[src/rtl/dps_pkg.sv]
package dps_pkg;
   // Plane selection encoding; the value doubles as the write-enable mask
   typedef enum logic [1:0] {
      PL_NONE = 2'b00,
      PL_X    = 2'b01,
      PL_Y    = 2'b10
   } plane_e;
endpackage

[src/rtl/dps_plane_arbiter.sv]
module dps_plane_arbiter
   import dps_pkg::*;
(
   input  logic   clk,
   input  logic   rst_n,
   input  logic   x_svc,
   input  logic   y_svc,
   input  logic   boundary,
   output plane_e sel
);
   plane_e req;

   always_comb begin
      if (x_svc && y_svc) begin
         req = (sel == PL_NONE) ? PL_X : sel;
      end else if (x_svc) begin
         req = PL_X;
      end else if (y_svc) begin
         req = PL_Y;
      end else begin
         req = PL_NONE;
      end
   end

   always_ff @(posedge clk or negedge rst_n) begin
      if (!rst_n) begin
         sel <= PL_NONE;
      end else if (boundary) begin
         sel <= req;
      end
   end


   both_keep_chk: assert property (@(posedge clk) disable iff (!rst_n)
      (boundary && x_svc && y_svc && sel != PL_NONE) |=> $stable(sel));
endmodule

[src/rtl/dps_word_counter.sv]
module dps_word_counter #(
   parameter int PKT_WORDS = 20,
   localparam int CNT_W = (PKT_WORDS > 1) ? $clog2(PKT_WORDS) : 1
) (
   input  logic             clk,
   input  logic             rst_n,
   input  logic             fire,
   output logic [CNT_W-1:0] cnt,
   output logic             boundary
);
   localparam logic [CNT_W-1:0] LAST = CNT_W'(PKT_WORDS - 1);

   logic at_last;
   assign at_last  = (cnt == LAST);
   assign boundary = (cnt == '0 && !fire) || (at_last && fire);

   always_ff @(posedge clk or negedge rst_n) begin
      if (!rst_n) begin
         cnt <= '0;
      end else if (fire) begin
         cnt <= at_last ? '0 : cnt + 1'b1;
      end
   end


   wrap_chk: assert property (@(posedge clk) disable iff (!rst_n)
      (fire && at_last) |=> (cnt == '0));

   cnt_range_chk: assert property (@(posedge clk) disable iff (!rst_n)
      cnt <= LAST);
endmodule

[src/rtl/dps_out_stage.sv]
module dps_out_stage #(
   parameter int DATA_W  = 32,
   parameter bit OUT_REG = 1'b1
) (
   input  logic              clk,
   input  logic              rst_n,
   input  logic              in_valid,
   input  logic [DATA_W-1:0] in_data,
   output logic              out_valid,
   output logic [DATA_W-1:0] out_data
);
   generate
      if (OUT_REG) begin : g_reg
         always_ff @(posedge clk or negedge rst_n) begin
            if (!rst_n) begin
               out_valid <= 1'b0;
               out_data  <= '0;
            end else begin
               out_valid <= in_valid;
               if (in_valid) begin
                  out_data <= in_data;
               end
            end
         end

         out_follow_chk: assert property (@(posedge clk) disable iff (!rst_n)
            in_valid |=> (out_valid && out_data == $past(in_data)));
      end else begin : g_comb
         assign out_valid = in_valid;
         assign out_data  = in_valid ? in_data : '0;
      end
   endgenerate
endmodule

[src/rtl/dps_path_select.sv]
module dps_path_select
   import dps_pkg::*;
#(
   parameter int DATA_W    = 32,
   parameter int PKT_WORDS = 20,
   parameter bit OUT_REG   = 1'b1
) (
   input  logic              clk,
   input  logic              rst_n,
   input  logic              x_in_svc,
   input  logic              y_in_svc,
   input  logic              x_valid,
   input  logic [DATA_W-1:0] x_data,
   input  logic              y_valid,
   input  logic [DATA_W-1:0] y_data,
   output logic              x_rd,
   output logic              y_rd,
   output logic [1:0]        wr_mask,
   output logic [1:0]        stop_mask,
   output logic              out_valid,
   output logic [DATA_W-1:0] out_data
);
   localparam int CNT_W = (PKT_WORDS > 1) ? $clog2(PKT_WORDS) : 1;

   generate
      if (PKT_WORDS < 2) begin : g_bad_pkt
         $error("dps_path_select: PKT_WORDS must be at least 2");
      end
      if (DATA_W < 1) begin : g_bad_width
         $error("dps_path_select: DATA_W must be positive");
      end
   endgenerate

   plane_e            sel;
   logic              fire;
   logic              boundary;
   logic [CNT_W-1:0]  cnt;
   logic [DATA_W-1:0] mux_data;

   assign x_rd      = (sel == PL_X) && x_valid;
   assign y_rd      = (sel == PL_Y) && y_valid;
   assign fire      = x_rd || y_rd;
   assign mux_data  = (sel == PL_Y) ? y_data : x_data;
   assign wr_mask   = sel;
   assign stop_mask = ~sel;

   dps_plane_arbiter u_arb (
      .clk      (clk),
      .rst_n    (rst_n),
      .x_svc    (x_in_svc),
      .y_svc    (y_in_svc),
      .boundary (boundary),
      .sel      (sel)
   );

   dps_word_counter #(.PKT_WORDS(PKT_WORDS)) u_cnt (
      .clk      (clk),
      .rst_n    (rst_n),
      .fire     (fire),
      .cnt      (cnt),
      .boundary (boundary)
   );

   dps_out_stage #(.DATA_W(DATA_W), .OUT_REG(OUT_REG)) u_out (
      .clk       (clk),
      .rst_n     (rst_n),
      .in_valid  (fire),
      .in_data   (mux_data),
      .out_valid (out_valid),
      .out_data  (out_data)
   );


   wr_onehot_chk: assert property (@(posedge clk) disable iff (!rst_n)
      $onehot0(wr_mask));

   stop_compl_chk: assert property (@(posedge clk) disable iff (!rst_n)
      (stop_mask ^ wr_mask) == 2'b11);

   single_pop_chk: assert property (@(posedge clk) disable iff (!rst_n)
      !(x_rd && y_rd));

   no_midpkt_switch_chk: assert property (@(posedge clk) disable iff (!rst_n)
      (cnt != '0 && !(fire && cnt == CNT_W'(PKT_WORDS - 1))) |=> $stable(wr_mask));

   idle_quiet_chk: assert property (@(posedge clk) disable iff (!rst_n)
      (wr_mask == 2'b00) |-> (!x_rd && !y_rd));
endmodule

[config.mk]
export PLATFORM = sky130hd
export DESIGN_NAME = dps_path_select
export DESIGN_NICKNAME = d
export VERILOG_FILES = /design/src/rtl/dps_pkg.sv /design/src/rtl/dps_plane_arbiter.sv /design/src/rtl/dps_word_counter.sv /design/src/rtl/dps_out_stage.sv /design/src/rtl/dps_path_select.sv
export SDC_FILE = /design/constraint.sdc
export NUM_CORES = 1
export LEC_CHECK = 0
export BUFFER_PORTS_ARGS = -buffer_cell sky130_fd_sc_hd__buf_4
export CAP_MARGIN = 0
export CORE_UTILIZATION = 47
export DETAILED_ROUTE_END_ITERATION = 10
export GPL_TIMING_DRIVEN = 0
export PLACE_DENSITY = 0.85
export SLEW_MARGIN = 20
export SYNTH_ARGS = -nofsm -noshare
export SYNTH_HDL_FRONTEND = slang
export SYNTH_SLANG_ARGS = --single-unit
export TNS_END_PERCENT = 10
[constraint.sdc]
create_clock -name clk -period 3.9 [get_ports clk]
set_input_delay 0.585 -clock clk [delete_from_list [all_inputs] [get_ports clk]]
set_output_delay 0.585 -clock clk [all_outputs]
set_load 0.005 [all_outputs]
==> results by group <==
Status
  – Status: finished clean

Worst setup path
  – Crit-path max FO: 3
  – Critical path class: register to register
  – Worst setup EP type: register
  – WP data arrival: a little over 2 ns
  – CP Launch Type: register
  – Worst Path Required: between 4 and 5 ns

Synth
  – Async SR Flop Fraction: 1.00
  – Synth warnings: 0
  – Synth top area cells: dfrtp_1 53%, mux2i_1 17%, o21ai_0 9.7%
  – Most frequent cell after synthesis: dfrtp_1
  – Ys flop type: dfrtp_1
  – Area leader, netlist: dfrtp_1
  – Syn nets: about 260
  – Register area share after synthesis: 0.527
  – Mapped cell area: 1900 um2
  – Post-synth EDFFs: 0
  – Yosys top cell area share: 0.527
  – Synth cell types: 23
  – Most frequent cells after synthesis: 40 x dfrtp_1, 37 x nand2_1, 37 x o21ai_0, 33 x mux2i_1, 7 x buf_2
  – Syn_area_per_cell: 10.3 um2
  – Cells after synthesis: 185
  – Number of synthesized register bits: 40

Clock tree
  – Clock sinks: 40
  – CTS Buf Count: 5
  – Gates resized, CTS repair: 0
  – Root Driver: clkbuf_8
  – Worst-path clk slew: roughly 0.08 ns
  – Post-CTS Setup Bufs: 0
  – CTS H-Tree Depth: 2
  – Post-CTS Hold Buffers: 0
  – Clk Latency, worst-skew pair: around 0.28 ns
  – CTS tree: yes
  – Maximum root-to-sink buffer count: 2

Cells and area
  – Post-route insts no fill: ~350
  – Area Growth Syn to Fin: 50.6%
  – Filler instances: 289
  – Final net count: 372
  – N_diodes: 0
  – Fraction of layout cells with a size suffix above 1: 0.412
  – Finished Cell Area: between 2000 and 3000 um2

Flow run
  – Max cap viols: 0

Timing
  – Unrepaired setup endpoints after global routing: no
  – Fin Setup TNS: 0 ns
  – Post-route clock period utilization: 0.481
  – Final setup fails: 0
  – Worst slew pin tran: 0.497 ns
  – Max-Slew Margin vs Limit: 0.669
  – WHS: roughly 0.26 ns
  – Final max-slew violation count: 0
  – F_max: roughly 530 MHz
  – Min Tclk post-route: approximately 1.9 ns
  – Final Hold Vio Count: 0
  – Worst clock skew: slightly below 0.008 ns

Power
  – Design Power: 1.91 mW
  – PwrDens: around 670 nW/um2
  – LEAKAGE: 1.43 nW
  – Peak supply drop: about 370 uV

Floorplanning
  – Io pins: between 100 and 150
  – Core Area: 3770 um2
  – Overall die height: around 66 um
  – Die area: 4300 um2
  – Die W: about 66 um
  – Row count: 22
  – Starting density of the core: 0.504

Drt
  – Drt drc: 0
  – Initial DRC Count: between 70 and 80
  – 1st-pass router iterations: 4
  – Vias: 1753
  – Drt wl/cell: roughly 13 um
  – Via/cell ratio: 5.02
  – Antenna viol nets, final: 0
  – Total Wirelength: ~4.6 mm

Placement
  – DPL Wire Length: between 3 and 4 mm
  – Placed cell areas: 2770 um2
  – GP Congestion: around 0.9
  – Port-buffer cells: between 100 and 150
  – Placed Cells: roughly 340

Hold path
  – Hold Path Class: input port to async pin

Global routing
  – Global-route wire length before repair: roughly 7.4 mm
  – Number of antenna violations at the first check in global routing: 0
  – Total GRT Usage: 0.229
  – Total grt overflow: 0
  – Largest net degree at the start of global routing: between 40 and 50
  – Vias in the first global route: 1656
worst max-delay path, cell delays in order (launching register included):
cell     delay, ns
dfrtp_1       0.40
inv_1         0.10
ha_1          0.13
or4b_1        0.46
nor4b_2       0.23
a31oi_1       0.12
mux2_4        0.33
metal layers:
| layer | up-vias | share of wire | global-route usage |
|---|---|---|---|
| li1 | 864 | - | - |
| met1 | 807 | 0.41 | 0.275 |
| met2 | 77 | 0.49 | 0.381 |
| met3 | 5 | 0.088 | 0.0816 |
| met4 | 0 | 0.012 | 0.0734 |
| met5 | - | 0 | 0 |
cells in the final DEF (no fill, tap or decap):
cell type,instances
a31oi_1,1
and3b_1,2
buf_2,7
buf_4,108
clkbuf_1,5
clkbuf_8,6
dfrtp_1,40
ha_1,2
inv_1,5
mux2_4,1
mux2i_1,33
nand2_1,37
nand2b_1,1
nand3_1,3
nand3b_1,1
nor2_1,2
nor2_2,1
nor2b_1,2
nor3_1,1
nor4b_2,1
o211ai_1,2
o21ai_0,37
or3_1,1
or4b_1,1
xor2_1,1
state kept, by name, summed over array words and instances, names as in the netlist:
signal           flops
u_out.out_data      32
u_cnt.cnt            5
u_arb.sel            2
u_out.out_valid      1
cell type report:
| type | instances | area, um2 | area share |
|---|---|---|---|
| well taps | 48 | 60.1 | 0.0210 |
| plain buffers | 10 | 46.3 | 0.0162 |
| clock buffers | 8 | 90.1 | 0.0315 |
| inverters | 5 | 18.8 | 0.00656 |
| flip-flops and latches | 40 | 1000 | 0.350 |
| multi-input cells | 130 | 833 | 0.291 |
| repair buffers | 108 | 811 | 0.283 |
stage by stage:
stage	utilization	setup slack, ns
after floorplan	-	2.15
after global placement	0.735	1.90
after detailed placement	0.735	1.88
after CTS	0.758	2.02
after global routing	0.758	1.93
final	0.758	2.02
power breakdown:
part	total [mW]	switching (mW)	internal (mW)
registers	0.746	0.130	0.616
logic	0.894	0.419	0.475
clock network	0.274	0.130	0.144
cells by family after synthesis:
group           after synthesis  synth area share
fa+ha+maj                     2            0.0132
flops                        40             0.527
xor+xnor                      1           0.00461
mux                          34             0.182
simple gates                 53             0.130
buf+inv                      15            0.0343
compound gates               40             0.109
worst paths after layout:
path	endpoint	from	cells past startpoint	slack, ns
setup / recovery	u_arb.sel[0]$_DFFE_PN0P_	u_cnt.cnt[0]$_DFFE_PN0P_	6	2.02
hold / removal	u_arb.sel[1]$_DFFE_PN0P_	rst_n	1	0.26
setup reg to reg	u_arb.sel[0]$_DFFE_PN0P_	u_cnt.cnt[0]$_DFFE_PN0P_	6	2.02
hold reg to reg	u_out.out_data[25]$_DFFE_PN0P_	u_out.out_data[25]$_DFFE_PN0P_	2	0.48
max in group asynchronous	u_out.out_data[18]$_DFFE_PN0P_	rst_n	1	3.29
min in group clk	u_out.out_data[25]$_DFFE_PN0P_	u_out.out_data[25]$_DFFE_PN0P_	2	0.48
Power figures use the tool's default switching activity.
